--- config.mk ---
export PLATFORM = sky130hd
export DESIGN_NAME = buzzer_divout
export DESIGN_NICKNAME = d
export VERILOG_FILES = /design/src/rtl/buzz_pkg.sv /design/src/rtl/buzz_ctrl_reg.sv /design/src/rtl/buzz_div_chain.sv /design/src/rtl/buzz_tap_mux.sv /design/src/rtl/buzzer_divout.sv
export SDC_FILE = /design/constraint.sdc
export NUM_CORES = 1
export LEC_CHECK = 0
export ABC_AREA = 1
export CORE_MARGIN = 5
export CORE_UTILIZATION = 54
export CTS_CLUSTER_SIZE = 14
export DETAILED_ROUTE_END_ITERATION = 8
export GPL_TIMING_DRIVEN = 0
export PLACE_DENSITY = 0.93
export REMOVE_ABC_BUFFERS = 1
export SKIP_CTS_REPAIR_TIMING = 1
export SLEW_MARGIN = 20
export SYNTH_ARGS = -nofsm -noshare
export SYNTH_HDL_FRONTEND = slang
export SYNTH_SLANG_ARGS = --single-unit
--- constraint.sdc ---
create_clock -name clk -period 3.4 [get_ports clk]
set_clock_uncertainty 0.05 [all_clocks]
set_input_delay 0.68 -clock clk [delete_from_list [all_inputs] [get_ports clk]]
set_output_delay 0.68 -clock clk [all_outputs]
set_load 0.03 [all_outputs]
--- src/rtl/buzz_pkg.sv ---
package buzz_pkg;
  localparam int REG_W = 8;
  localparam int SEL_W = 2;
  localparam int NTAP  = 1 << SEL_W;

  typedef struct packed {
    logic             en;
    logic [SEL_W-1:0] sel;
    logic             src;
    logic [3:0]       spare;
  } ctrl_t;

  // counter bit that a select code picks in a chain of the given width
  function automatic int tap_bit(input int width, input int code);
    return width - 1 - code;
  endfunction

  // register update rule: select field frozen while enabled
  function automatic ctrl_t apply_write(input ctrl_t cur, input logic [REG_W-1:0] wd);
    ctrl_t nxt;
    nxt = ctrl_t'(wd);
    if (cur.en) nxt.sel = cur.sel;
    return nxt;
  endfunction
endpackage

--- src/rtl/buzz_ctrl_reg.sv ---
module buzz_ctrl_reg
  import buzz_pkg::*;
(
  input  logic             clk,
  input  logic             rst_n,
  input  logic             wr,
  input  logic [REG_W-1:0] wdata,
  output ctrl_t            ctrl_q,
  output logic             sel_blocked
);
  ctrl_t wr_view;

  assign wr_view     = ctrl_t'(wdata);
  assign sel_blocked = wr && ctrl_q.en && (wr_view.sel != ctrl_q.sel);

  always_ff @(posedge clk or negedge rst_n) begin
    if (!rst_n)  ctrl_q <= '0;
    else if (wr) ctrl_q <= apply_write(ctrl_q, wdata);
  end


  sel_frozen_chk: assert property (@(posedge clk) disable iff (!rst_n)
    ctrl_q.en |=> $stable(ctrl_q.sel));


  write_lands_chk: assert property (@(posedge clk) disable iff (!rst_n)
    (wr && !ctrl_q.en) |=> (ctrl_q == $past(wdata)));


  blocked_keeps_chk: assert property (@(posedge clk) disable iff (!rst_n)
    sel_blocked |=> (ctrl_q.sel != $past(wr_view.sel)));
endmodule

--- src/rtl/buzz_div_chain.sv ---
module buzz_div_chain #(
  parameter int W = 13
) (
  input  logic         clk,
  input  logic         rst_n,
  input  logic         tick,
  output logic [W-1:0] cnt
);
  always_ff @(posedge clk or negedge rst_n) begin
    if (!rst_n)    cnt <= '0;
    else if (tick) cnt <= cnt + W'(1);
  end


  step_chk: assert property (@(posedge clk) disable iff (!rst_n)
    tick |=> (cnt == $past(cnt) + W'(1)));


  hold_chk: assert property (@(posedge clk) disable iff (!rst_n)
    !tick |=> $stable(cnt));
endmodule

--- src/rtl/buzz_tap_mux.sv ---
module buzz_tap_mux
  import buzz_pkg::*;
#(
  parameter int FAST_W = 13,
  parameter int SLOW_W = 5
) (
  input  logic              clk,
  input  logic              rst_n,
  input  logic [FAST_W-1:0] fast_cnt,
  input  logic [SLOW_W-1:0] slow_cnt,
  input  logic [SEL_W-1:0]  sel,
  input  logic              src,
  input  logic              low_power,
  output logic              use_slow,
  output logic              tap
);
  logic [NTAP-1:0] fast_taps;
  logic [NTAP-1:0] slow_taps;

  for (genvar i = 0; i < NTAP; i++) begin : g_taps
    assign fast_taps[i] = fast_cnt[tap_bit(FAST_W, i)];
    assign slow_taps[i] = slow_cnt[tap_bit(SLOW_W, i)];
  end

  assign use_slow = low_power | src;
  assign tap      = use_slow ? slow_taps[sel] : fast_taps[sel];


  lp_forces_slow_chk: assert property (@(posedge clk) disable iff (!rst_n)
    low_power |-> use_slow);


  normal_src_chk: assert property (@(posedge clk) disable iff (!rst_n)
    !low_power |-> (use_slow == src));
endmodule

--- src/rtl/buzzer_divout.sv ---
module buzzer_divout
  import buzz_pkg::*;
#(
  parameter int FAST_W = 13,
  parameter int SLOW_W = 5
) (
  input  logic             clk,
  input  logic             rst_n,
  input  logic             reg_wr,
  input  logic [REG_W-1:0] reg_wdata,
  output logic [REG_W-1:0] reg_rdata,
  input  logic             fast_tick,
  input  logic             slow_tick,
  input  logic             low_power_mode,
  input  logic             port_latch,
  output logic             pin_out
);
  ctrl_t             ctrl;
  logic              sel_blocked;
  logic [FAST_W-1:0] fast_cnt;
  logic [SLOW_W-1:0] slow_cnt;
  logic              use_slow;
  logic              tap;
  logic              pin_d;

  buzz_ctrl_reg u_reg (
    .clk(clk), .rst_n(rst_n), .wr(reg_wr), .wdata(reg_wdata),
    .ctrl_q(ctrl), .sel_blocked(sel_blocked)
  );

  buzz_div_chain #(.W(FAST_W)) u_fast (
    .clk(clk), .rst_n(rst_n), .tick(fast_tick), .cnt(fast_cnt)
  );

  buzz_div_chain #(.W(SLOW_W)) u_slow (
    .clk(clk), .rst_n(rst_n), .tick(slow_tick), .cnt(slow_cnt)
  );

  buzz_tap_mux #(.FAST_W(FAST_W), .SLOW_W(SLOW_W)) u_mux (
    .clk(clk), .rst_n(rst_n), .fast_cnt(fast_cnt), .slow_cnt(slow_cnt),
    .sel(ctrl.sel), .src(ctrl.src), .low_power(low_power_mode),
    .use_slow(use_slow), .tap(tap)
  );

  assign reg_rdata = ctrl;
  assign pin_d     = ctrl.en ? (tap & port_latch) : port_latch;

  always_ff @(posedge clk or negedge rst_n) begin
    if (!rst_n) pin_out <= 1'b0;
    else        pin_out <= pin_d;
  end


  follow_latch_chk: assert property (@(posedge clk) disable iff (!rst_n)
    !ctrl.en |=> (pin_out == $past(port_latch)));


  latch_gates_chk: assert property (@(posedge clk) disable iff (!rst_n)
    !port_latch |=> !pin_out);


  tone_chk: assert property (@(posedge clk) disable iff (!rst_n)
    (ctrl.en && port_latch) |=> (pin_out == $past(tap)));
endmodule

==> flow_summary.json, run 1 <==
{
  "status": "complete, no violations",
  "drt_first_iter_violations": 19,
  "synthTopCellsByArea": "dfrtp_1 55%, xor2_1 7.2%, nand2_1 7.1%",
  "r2r_start": "u_fast.cnt[0]",
  "fin_util_pct": 68.4,
  "synth_most_common_cell": "dfrtp_1",
  "die_area_mm2": 0.00332,
  "startpoint": "u_reg.ctrl_q[5]",
  "nFillCells": 158,
  "synthFlopType": "dfrtp_1",
  "clockRootBuffer": "clkbuf_4",
  "max_freq_mhz": 452,
  "power.internal_uw": 574,
  "syn_area_mm2": 0.00122,
  "grt_pass1_vias": 934,
  "drive_gt1_share_pct": 11.6,
  "arrival_ns": 1.48,
  "slew_headroom_pct": 63.2,
  "finalWeightedCongestion": 0.796,
  "via_count": 894,
  "synth_edf_count": 0,
  "dpl.hpwl_um": 1960,
  "dp_slack_ns": 1.31,
  "synth_warnings": 0,
  "reg2reg_depth": 5,
  "cp_top_family": "buffers and inverters",
  "final-max-slew-violation-count": 0,
  "switching_share_pct": 34.6,
  "port_buffers": 23,
  "critPathMaxFanout": 6,
  "yosys.area.top_type": "dfrtp_1",
  "start_util_pct": 55.9,
  "via_per_inst": 5.14,
  "power_leakage_nw": 0.724,
  "worstSetupEndpointType": "output pin",
  "antenna_found_initial": 0,
  "cp_num_cells": 1,
  "cp-start-kind": "flip-flop",
  "cts_tree": "done",
  "pwr-share-clk_pct": 14.9,
  "ant_nets": 0,
  "multi_input_area_um2": 472,
  "p_sw_uw": 303,
  "rrSetupSlack_ns": 2.03,
  "cp.buffers_inverters": 1,
  "synth_top_cells_by_count": "27 x dfrtp_1, 23 x nand2_1, 17 x inv_1",
  "finalCritPeriodShare_pct": 65.1,
  "cts-htree-levels": 1,
  "syn_area_per_cell_um2": 10.1,
  "cts_max_path_buffers": 2,
  "setup_slack_ns": 1.19,
  "wire_per_inst_um": 13.7,
  "antennaDiodeCount": 0,
  "netlist-cell-type-count": 19,
  "wl_um": 2380,
  "max-cap-violations": 0,
  "rsz0062_at_grt": "no",
  "power_density_mw_per_mm2": 586,
  "grt_first_pass_wirelength_um": 4040,
  "drt_first_pass_iters": 4,
  "hold_viol": 0,
  "path_cells": "clkdlybuf4s50_1",
  "route.detailed.drc": 0,
  "crit_slowest_cell": "clkdlybuf4s50_1",
  "grt_max_degree": 28,
  "setup_viol": 0,
  "fin_area_mm2": 0.00150,
  "clk_pin_slew_ns": 0.14,
  "p_seq_share_pct": 55.6,
  "place_area_mm2": 0.00147,
  "ir_drop_v": 0.000401,
  "core_area_mm2": 0.00219,
  "slowest_delay_ns": 0.72,
  "ys_seq_elements": 27,
  "dieWidth_um": 57.6,
  "clk_latency_ns": 0.31,
  "ios": 24,
  "min_period_ns": 2.21,
  "required_ns": 2.67,
  "critPathKind": "flip-flop to output pin",
  "synthCells": 121,
  "tightest_slew_ns": 0.552,
  "cts_buffers": 3,
  "power.share.combinational_pct": 29.5,
  "synth_seq_area_share_pct": 55.2,
  "cts.sinks": 27,
  "num_rows": 17,
  "die_height_um": 57.6,
  "ys_async_sr_fraction_pct": 100,
  "tns_ns": 0,
  "grt_usage_pct": 15.8,
  "synth.top_cell.area_share_pct": 55.2,
  "area_growth_pct": 22.5,
  "hold_class": "primary input to asynchronous set/reset pin",
  "grt_overflow": 0,
  "holdWs_ns": 0.282,
  "seq_area_um2": 676,
  "nNetsFinal": 164
}
-- final cells by class --
class / instances / area share (%)
well taps: 28 / 2.34
inverters: 17 / 4.26
repair buffers: 23 / 15.0
clock buffers: 3 / 1.50
flip-flops and latches: 27 / 45.1
multi-input cells: 75 / 31.5
clock inverters: 1 / 0.334
-- worst paths after layout --
kind,end
worst min-delay path,u_slow.cnt[2]
worst max-delay path,reg_rdata[5]
max in group asynchronous,u_fast.cnt[10]
worst min register to register,u_fast.cnt[8]
min in group clk,u_fast.cnt[8]
worst max register to register,u_fast.cnt[12]
-- sequential cells by signal, summed over array words and instances (netlist names) --
register      cells
u_slow.cnt        5
u_reg.ctrl_q      8
pin_out           1
u_fast.cnt       13
-- power by group through the flow --
stage / sequential (mW) / clock, mW / combinational [mW]
3_3_place_gp: 0.485 / 0 / 0.241
6_report: 0.488 / 0.131 / 0.259
2_1_floorplan: 0.500 / 0 / 0.151
4_1_cts: 0.488 / 0.135 / 0.264
3_5_place_dp: 0.495 / 0 / 0.260
5_1_grt: 0.501 / 0.151 / 0.288
-- metal layers --
metal | GRT usage [%] | vias up | wire length [µm] | share of wire (%)
met4 | 9.93 | 0 | 83 | 3.5
met2 | 27.9 | 15 | 1330 | 56
met5 | 0 | - | 0 | 0
met1 | 17.6 | 435 | 915 | 38
li1 | - | 436 | - | -
met3 | 2.04 | 8 | 46 | 1.9
-- stage by stage --
step | total power, mW | cells
after floorplan | 0.651 | 119
after global placement | 0.725 | 170
after detailed placement | 0.755 | 170
after CTS | 0.887 | 174
after global routing | 0.941 | 174
final | 0.878 | 174
-- cells by family after synthesis --
family	count (synthesis)	share of synthesized area (%)
AO/OA/AOI/OAI	4	1.94
multiplexers	7	6.44
XOR/XNOR	14	10.0
adder cells (fa/ha/maj)	2	2.04
buffers and inverters	19	6.24
flip-flops	27	55.2
AND/OR/NAND/NOR	48	18.1
-- layout by cell type, fill, tap and decap left out, types with 3 or more instances in the layout --
cell,Yosys,routed
dfrtp_1,27,27
nand2_1,23,23
clkdlybuf4s50_1,0,22
inv_1,17,17
xor2_1,10,10
nor2_1,8,8
nand3_1,7,7
mux2_2,7,7
nand4_1,5,5
xnor2_1,4,4
clkbuf_4,0,3
Note: power is estimated with default switching activity, not from simulation.
==> inputs of run 2 (changes only) <==
--- a/config.mk
+++ b/config.mk
@@ -7,11 +7,11 @@
 export LEC_CHECK = 0
 export ABC_AREA = 1
 export CORE_MARGIN = 5
-export CORE_UTILIZATION = 54
+export CORE_UTILIZATION = 50
 export CTS_CLUSTER_SIZE = 14
 export DETAILED_ROUTE_END_ITERATION = 8
 export GPL_TIMING_DRIVEN = 0
-export PLACE_DENSITY = 0.93
+export PLACE_DENSITY = 0.88
 export REMOVE_ABC_BUFFERS = 1
 export SKIP_CTS_REPAIR_TIMING = 1
 export SLEW_MARGIN = 20
==> constraint.sdc (replaced) <==
create_clock -name clk -period 2.05 [get_ports clk]
set_clock_uncertainty 0.05 [all_clocks]
set_input_delay 0.41 -clock clk [delete_from_list [all_inputs] [get_ports clk]]
set_output_delay 0.41 -clock clk [all_outputs]
set_load 0.03 [all_outputs]
==> flow_summary.json, run 2 (same netlist as run 1, synthesis figures left out) <==
{
  "route.detailed.drc": 0,
  "ios": 24,
  "worstSetupEndpointType": "output pin",
  "clockRootBuffer": "clkbuf_4",
  "path_cells": "clkdlybuf4s50_1",
  "grt_pass1_vias": 892,
  "critPathKind": "flip-flop to output pin",
  "via_count": 872,
  "crit_slowest_cell": "clkdlybuf4s50_1",
  "dieWidth_um": 59.5,
  "drt_first_pass_iters": 4,
  "final-max-slew-violation-count": 0,
  "rsz0062_at_grt": "no",
  "hold_viol": 0,
  "clk_pin_slew_ns": 0.14,
  "arrival_ns": 1.48,
  "seq_area_um2": 676,
  "grt_usage_pct": 14.6,
  "hold_class": "primary input to asynchronous set/reset pin",
  "area_growth_pct": 22.7,
  "largest_reg_flops": 13,
  "cts-htree-levels": 1,
  "required_ns": 1.59,
  "antenna_found_initial": 0,
  "grt_max_degree": 28,
  "core_area_mm2": 0.00241,
  "total_power_mw": 1.46,
  "cts_tree": "done",
  "slowest_delay_ns": 0.71,
  "antennaDiodeCount": 0,
  "ant_nets": 0,
  "startpoint": "u_reg.ctrl_q[5]",
  "tightest_slew_ns": 0.579,
  "via_per_inst": 4.95,
  "wire_per_inst_um": 12.7,
  "finalWeightedCongestion": 0.785,
  "status": "complete, no violations",
  "min_period_ns": 1.94,
  "mostFrequentLayoutCells": "27 x dfrtp_1, 23 x nand2_1, 22 x clkdlybuf4s50_1, 17 x inv_1, 10 x xor2_1",
  "reg.largest.list": "u_fast.cnt (13), u_reg.ctrl_q (8), u_slow.cnt (5)",
  "fin_area_mm2": 0.00150,
  "place_area_mm2": 0.00147,
  "port_buffers": 23,
  "r2r_start": "u_fast.cnt[0]",
  "power_leakage_nw": 0.724,
  "multi_input_area_um2": 472,
  "cp_top_family": "buffers and inverters",
  "max_freq_mhz": 516,
  "tns_ns": 0,
  "drive_gt1_share_pct": 11.6,
  "setup_slack_ns": 0.111,
  "num_rows": 18,
  "grt_overflow": 0,
  "dpl.hpwl_um": 1740,
  "ir_drop_v": 0.000829,
  "final_common_cell": "dfrtp_1",
  "cp.buffers_inverters": 1,
  "critPathMaxFanout": 6,
  "grt_first_pass_wirelength_um": 3900,
  "die_area_mm2": 0.00354,
  "cts_buffers": 3,
  "nNetsFinal": 164,
  "clk_latency_ns": 0.33,
  "die_height_um": 59.5,
  "wl_um": 2230,
  "slew_headroom_pct": 61.4,
  "dp_slack_ns": 0.233,
  "finalCritPeriodShare_pct": 94.6,
  "start_util_pct": 50.8,
  "drt_first_iter_violations": 14,
  "largest_register": "u_fast.cnt",
  "power_density_mw_per_mm2": 974,
  "nFillCells": 184,
  "cts.sinks": 27,
  "setup_viol": 0,
  "fin_util_pct": 62.3,
  "cts_max_path_buffers": 2,
  "cp-start-kind": "flip-flop",
  "max-cap-violations": 0
}
-- run 2: per-layer routing --
| layer | up-vias | GRT usage, % | routed length, µm |
|---|---|---|---|
| met1 | 426 | 17.5 | 977 |
| li1 | 432 | - | - |
| met3 | 6 | 2.40 | 30 |
| met4 | 0 | 7.12 | 48 |
| met5 | - | 0 | 0 |
| met2 | 8 | 25.0 | 1170 |
-- run 2: power breakdown --
group	leakage (nW)	total, mW	internal, mW	switching [mW]
Combinational	0.391	0.424	0.205	0.220
Sequential	0.316	0.811	0.676	0.135
Clock	0.0177	0.227	0.0732	0.154
-- run 2: final cells by class --
type	count	area share, %
repair buffers	23	15.0
multi-input cells	75	31.4
inverters	17	4.25
flip-flops and latches	27	45.0
clock inverters	1	0.333
well taps	30	2.50
clock buffers	3	1.50
-- run 2: metrics by stage --
step                      cells  hold WS (ns)
after global routing        176        0.0157
final                       176       0.00280
after CTS                   176        0.0235
after floorplan             119        0.0644
after detailed placement    172         0.393
after global placement      172         0.411
-- run 2: final timing paths --
| path | end | slack [ns] | depth (start not counted) |
|---|---|---|---|
| max | reg_rdata[5] | 0.11 | 1 |
| min | u_fast.cnt[5] | 0.003 | 1 |
| max reg2reg | u_fast.cnt[10] | 0.67 | 5 |
| min reg2reg | u_fast.cnt[8] | 0.43 | 1 |
| max in group asynchronous | u_reg.ctrl_q[7] | 1.56 | 1 |
| min in group clk | u_fast.cnt[8] | 0.43 | 1 |
